File: src/rtl/bitlogic_exec.sv
`timescale 1ns/1ps
module bitlogic_exec #(
  parameter int MEM_BITS = 16,
  localparam int AW = $clog2(MEM_BITS)
) (
  input  logic          clk,
  input  logic          rst,
  input  logic          scan_start,
  input  logic          ins_valid,
  input  logic [3:0]    ins_op,
  input  logic [AW-1:0] ins_addr,
  input  logic [AW-1:0] rd_addr,
  output logic          rd_bit,
  output logic          rlo
);
  localparam logic [3:0] OP_NOT  = 4'd1;
  localparam logic [3:0] OP_AND  = 4'd2;
  localparam logic [3:0] OP_ANDN = 4'd3;
  localparam logic [3:0] OP_OR   = 4'd4;
  localparam logic [3:0] OP_ORN  = 4'd5;
  localparam logic [3:0] OP_XOR  = 4'd6;
  localparam logic [3:0] OP_XORN = 4'd7;
  localparam logic [3:0] OP_SET  = 4'd8;
  localparam logic [3:0] OP_CLR  = 4'd9;
  localparam logic [3:0] OP_ASN  = 4'd10;
  localparam logic [3:0] OP_SETB = 4'd11;
  localparam logic [3:0] OP_RSTB = 4'd12;
  localparam logic [3:0] OP_POS  = 4'd13;
  localparam logic [3:0] OP_NEG  = 4'd14;

  logic [MEM_BITS-1:0] bits_q, bits_d, hist_q, hist_d;
  logic rlo_q, rlo_d, open_q, open_d;

  wire open_eff = open_q & ~scan_start;
  wire opnd     = bits_q[ins_addr] ^ ins_op[0];
  wire hist_bit = hist_q[ins_addr];

  always_comb begin
    rlo_d  = rlo_q;
    open_d = open_eff;
    bits_d = bits_q;
    hist_d = hist_q;
    if (ins_valid) begin
      case (ins_op)
        OP_NOT: rlo_d = ~rlo_q;
        OP_AND, OP_ANDN: begin
          rlo_d  = open_eff ? (rlo_q & opnd) : opnd;
          open_d = 1'b1;
        end
        OP_OR, OP_ORN: begin
          rlo_d  = open_eff ? (rlo_q | opnd) : opnd;
          open_d = 1'b1;
        end
        OP_XOR, OP_XORN: begin
          rlo_d  = open_eff ? (rlo_q ^ opnd) : opnd;
          open_d = 1'b1;
        end
        OP_SET: begin rlo_d = 1'b1; open_d = 1'b0; end
        OP_CLR: begin rlo_d = 1'b0; open_d = 1'b0; end
        OP_ASN: begin bits_d[ins_addr] = rlo_q; open_d = 1'b0; end
        OP_SETB: begin
          if (rlo_q) bits_d[ins_addr] = 1'b1;
          open_d = 1'b0;
        end
        OP_RSTB: begin
          if (rlo_q) bits_d[ins_addr] = 1'b0;
          open_d = 1'b0;
        end
        OP_POS: begin
          rlo_d = rlo_q & ~hist_bit;
          hist_d[ins_addr] = rlo_q;
          open_d = 1'b1;
        end
        OP_NEG: begin
          rlo_d = ~rlo_q & hist_bit;
          hist_d[ins_addr] = rlo_q;
          open_d = 1'b1;
        end
        default: ;
      endcase
    end
  end

  always_ff @(posedge clk) begin
    if (rst) begin
      rlo_q  <= 1'b0;
      open_q <= 1'b0;
      bits_q <= '0;
      hist_q <= '0;
    end else begin
      rlo_q  <= rlo_d;
      open_q <= open_d;
      bits_q <= bits_d;
      hist_q <= hist_d;
    end
  end

  assign rlo    = rlo_q;
  assign rd_bit = bits_q[rd_addr];
endmodule


File: config.mk
export PLATFORM = sky130hd
export DESIGN_NAME = bitlogic_exec
export DESIGN_NICKNAME = d
export VERILOG_FILES = /design/src/rtl/bitlogic_exec.sv
export SDC_FILE = /design/constraint.sdc
export NUM_CORES = 1
export LEC_CHECK = 0
export BUFFER_PORTS_ARGS = -buffer_cell sky130_fd_sc_hd__buf_2
export CAP_MARGIN = 10
export CORE_MARGIN = 3
export CORE_UTILIZATION = 52
export CTS_BUF_LIST = sky130_fd_sc_hd__clkbuf_16
export CTS_CLUSTER_SIZE = 10
export DETAILED_ROUTE_END_ITERATION = 8
export GPL_TIMING_DRIVEN = 0
export HOLD_SLACK_MARGIN = 0.05
export PLACE_DENSITY = 0.75
export SKIP_CTS_REPAIR_TIMING = 1
export SYNTH_ARGS = -nofsm -noshare
export SYNTH_HDL_FRONTEND = slang
export SYNTH_SLANG_ARGS = --single-unit
File: constraint.sdc
create_clock -name clk -period 3.2 [get_ports clk]
set_clock_uncertainty 0.15 [all_clocks]
set_input_delay 0.32 -clock clk [delete_from_list [all_inputs] [get_ports clk]]
set_output_delay 0.32 -clock clk [all_outputs]
set_load 0.03 [all_outputs]
# Yosys cells after proc, flatten, opt, wreduce, memory -nomap -nowiden
# Cells that the tools add are included.
# op_classes
n_lt_le_gt_ge	3
n_eq_ne	16
mux	19
bitwise_logic	13
n_reduce_logical	12
# ops
op	count
$pmux W16 S3	1
$bwmux W16	2
$mux W16	2
$eq A4 B4 Y1 const B	7
$and A16 B16 Y16	1
$eq A4 B3 Y1 const B	4
$not A16 Y16	1
$or A16 B16 Y16	1
$bmux W1 S4	3
$lt A4 B5 Y1 const B	2
$eq A4 B2 Y1 const B	2
$mux W1	8
$pmux W1 S8	1
$reduce_bool A8 Y1	1
$reduce_or A2 Y1	4
$reduce_or A8 Y1	1
$reduce_or A5 Y1	1
$and A1 B1 Y1	4
$demux W1 S4	1
$eq A4 B1 Y1 const B	1
$ge A4 B1 Y1 const B	1
$ne A2 B2 Y1 const B	2
$reduce_and A2 Y1	2
$reduce_and A4 Y1	1
6 further kinds	9
# totals
ff_bits	34
in_bits	16
output_inout_bits	2
wordCells	67

# Depth between registers and ports, before layout
# depth
word_depth	8
mapped_depth	13
depth_no_buf	11

# Least setup slack after synthesis
# Ideal clock, no wire load.
# synth_path
path_kind	in2reg
start	in ins_addr[1]
end	reg rlo_q, in the netlist rlo
setup_ns	0.077
t_arrival_ns	2.546
t_required_ns	2.973
slack_ns	0.427
stages	11
path_buffers	1
cell_sequence	clkbuf_1 > mux4_2 > a22o_1 > nor3_1 > or2_1 > inv_1 > ha_1 > o22ai_1 > a211oi_1 > o31ai_1 > a41oi_2
# synth_between
elab_chain_cells	6
word_cells_on_any_way	15
classes_between	mux (8); bitwise (7)
# synth_rtl
item	line	source
from (decl)	11	input logic [AW-1:0] ins_addr,
$bmux W1 S4	35	wire opnd = bits_q[ins_addr] ^ ins_op[0];
$mux W1 (implied by the code)	35	
$xor A1 B1 Y1	35	
$xor A1 B1 Y1 (tied with other cells)	55	rlo_d = open_eff ? (rlo_q ^ opnd) : opnd;
$mux W1 (on tied branches)	55, 47, 51	
$pmux W1 S8 *	44	case (ins_op)
to (signal assigned)	91	rlo_q <= rlo_d;
to (decl)	32	logic rlo_q, rlo_d, open_q, open_d;
# Every way passes the cells marked *; elsewhere a longest branch is shown, timed or not. The select of a mux whose other input is x is not followed.
# A chain may end at the register's enable or synchronous reset.

# Worst setup path in the final report
# Ends and elaborated chain as after synthesis.

==> metrics.txt <==
# DRC 0; worst min path class input pin to flop; slowest CP cell mux4_2; NumNets Final 273; RSZ-0062 raised after global routing no; Core Rows 22; Post-synth EDFFs 0; Detailed Route Iter0 Violations about 110; root buffer cell clkbuf_16; Antenna Nets Post-Route 0; fraction of layout instances using a drive strength above 1 between 10% and 20%; PD cells 423 nW/µm²; post-route minimum period ~2.8 ns; dpl hpwl roughly 3500 µm; met2 WL roughly 2200 µm; Die Wd approximately 70 µm; total gr overflow 0; Mapped Area approximately 2100 µm²; Worst Path Arrival roughly 2.9 ns; worst-margin pin slew between 0.7 and 0.8 ns; pin count of the biggest net entering global routing 11; worst-path fanout max 8; Leak Pwr slightly below 0.8 nW; Hold WS 0.252 ns; DIE AREA between 4000 and 5000 µm²; VDD IR max roughly 270 µV; Setup crit end kind flop; Setup WS post-layout ~0.37 ns; area growth from synthesis to layout 12.0%; Finish-stage setup viols 0; WL/cell ~16 µm; Synth Warn # 0; cells along the critical path clkbuf_1 > mux4_2 > a22o_1 > nor3_1 > or2_1 > inv_1 > ha_1 > o22ai_1 > a211oi_1 > o31ai_1 > a41oi_2; H-tree Lvls 2; Die Y 69.8 µm; CP startpoint kind input pin; Final Hold Viols 0; max-cap violation count 0; via/cell ratio about 6.0; Adder-Cell Fraction of Synth Area about 1.7%; Starting Density between 50% and 60%; Post-DP Area 2230 µm²; Worst EP required ~3.3 ns; Fmax achieved between 300 and 400 MHz; final instance area 2370 µm²; TNS Setup 0 ns; dpl cells about 300; Net Count, Synth 255; core area ~3800 µm²; DR top layer met4; Top Ports 18; Final Routed Wirelength approximately 4700 µm; Worst-path clk slew 0.05 ns; sequential element share of the synthesized area between 30 and 40%; initial antenna violation count 0; slowest stage delay, CP around 0.57 ns; largest family of logic cells by synthesized area multiplexers; Final Wtd Congestion approximately 0.88; mux cell area share after synthesis between 20 and 25%; Cell variety after synth 42; worst skew pair latency approximately 0.28 ns; iteration count of the initial detailed-routing pass 5; Simple-Gate Fraction of Synth Area a little under a fifth; Max clock buf depth 2; Vias 1820; total track usage 20.7%; Port Buffer Count 11; crit share post-route roughly nine tenths; ys async rst share 0%; number of synthesized register bits 34; vias in the first global route ~1.7k; Layout Cells excl Fill just over 300; Mapped Cells roughly 240; status complete, no violations; Mean Syn Cell Area roughly 9 µm²; first-pass GRT wire length between 7000 and 8000 µm; dpl ws 0.0562 ns; Slew Limit Fails 0; Setup CP Type input pin to flop; Metal-1 WL around 2100 µm; Primary FF master, synth dfxtp_1; routed length on met3 between 200 and 250 µm; XOR/XNOR Fraction of Synth Area less than 1%; Slew headroom between 40 and 50%; CTS Buf Count 5; TritonCTS Sinks 34; compound-gate portion of the synthesized area between 15 and 20%; commonest cells after routing, fill and taps aside 34 x dfxtp_1, 31 x nor2_1, 25 x mux2i_1; ANT cells 0; CTS tree built; commonest non-fill, non-tap cell in the layout dfxtp_1
-- critical path, delay by kind of cell --
family                   cells  cell delay (ns)
AO/OA/AOI/OAI                5             0.84
multiplexers                 1             0.57
buffers and inverters        2             0.48
AND/OR/NAND/NOR              2             0.41
adder cells (fa/ha/maj)      1             0.26
-- state kept, by name, summed over array words and instances, names as in the netlist --
register	flops
open_q	1
hist_q	16
rlo	1
bits_q	16
-- cell usage after synthesis, types with 4 or more instances --
cell type,instances,area (µm²)
a21oi_1,19,95.1
nand2b_1,4,25.0
nor2_1,31,116
nor4_1,4,25.0
inv_1,5,18.8
nand2_1,7,26.3
clkbuf_1,20,75.1
mux2i_1,25,250
nor3_1,19,95.1
nor2b_1,6,37.5
dfxtp_1,34,681
mux4_2,11,248
a211oi_1,17,128
-- routing by layer --
metal | vias up | track usage, %
met5 | - | 0
met4 | 0 | 10.2
met3 | 12 | 6.09
met2 | 40 | 31.3
met1 | 855 | 26.8
li1 | 913 | -
-- final timing paths --
path | start | endpoint | slack (ns) | cells past startpoint
hold / removal | ins_valid | open_q | 0.25 | 3
setup / recovery | ins_addr[1] | rlo | 0.37 | 11
setup reg to reg | bits_q[15] | rlo | 0.59 | 10
hold reg to reg | hist_q[13] | hist_q[13] | 0.34 | 2
-- cell type report --
cell class / instances / area [µm²]
Buffer: 24 / 114
Sequential cell: 34 / 681
Fill cell: 328 / 1430
Timing Repair Buffer: 11 / 55.1
Clock inverter: 3 / 12.5
Tap cell: 48 / 60.1
Clock buffer: 5 / 125
Inverter: 5 / 18.8
Multi-Input combinational cell: 174 / 1300
-- stage by stage --
step / util, % / power, mW
after CTS: 62.3 / 1.01
after global routing: 62.3 / 1.03
after detailed placement: 58.7 / 0.560
after floorplan: - / 0.526
after global placement: 58.7 / 0.557
final: 62.3 / 1.00
-- cells by family after synthesis --
kind of cell             after synthesis
adder cells (fa/ha/maj)                3
AO/OA/AOI/OAI                         52
flip-flops                            34
XOR/XNOR                               2
multiplexers                          37
buffers and inverters                 29
AND/OR/NAND/NOR                       80
-- power breakdown --
group | leakage, nW | internal (mW) | switching [mW] | total [mW]
sequential | 0.274 | 0.427 | 0.00180 | 0.428
clock | 0.0724 | 0.281 | 0.169 | 0.450
combinational | 0.440 | 0.0441 | 0.0790 | 0.123
total | 0.787 | 0.751 | 0.250 | 1.00
Note: power is estimated with default switching activity, not from simulation.
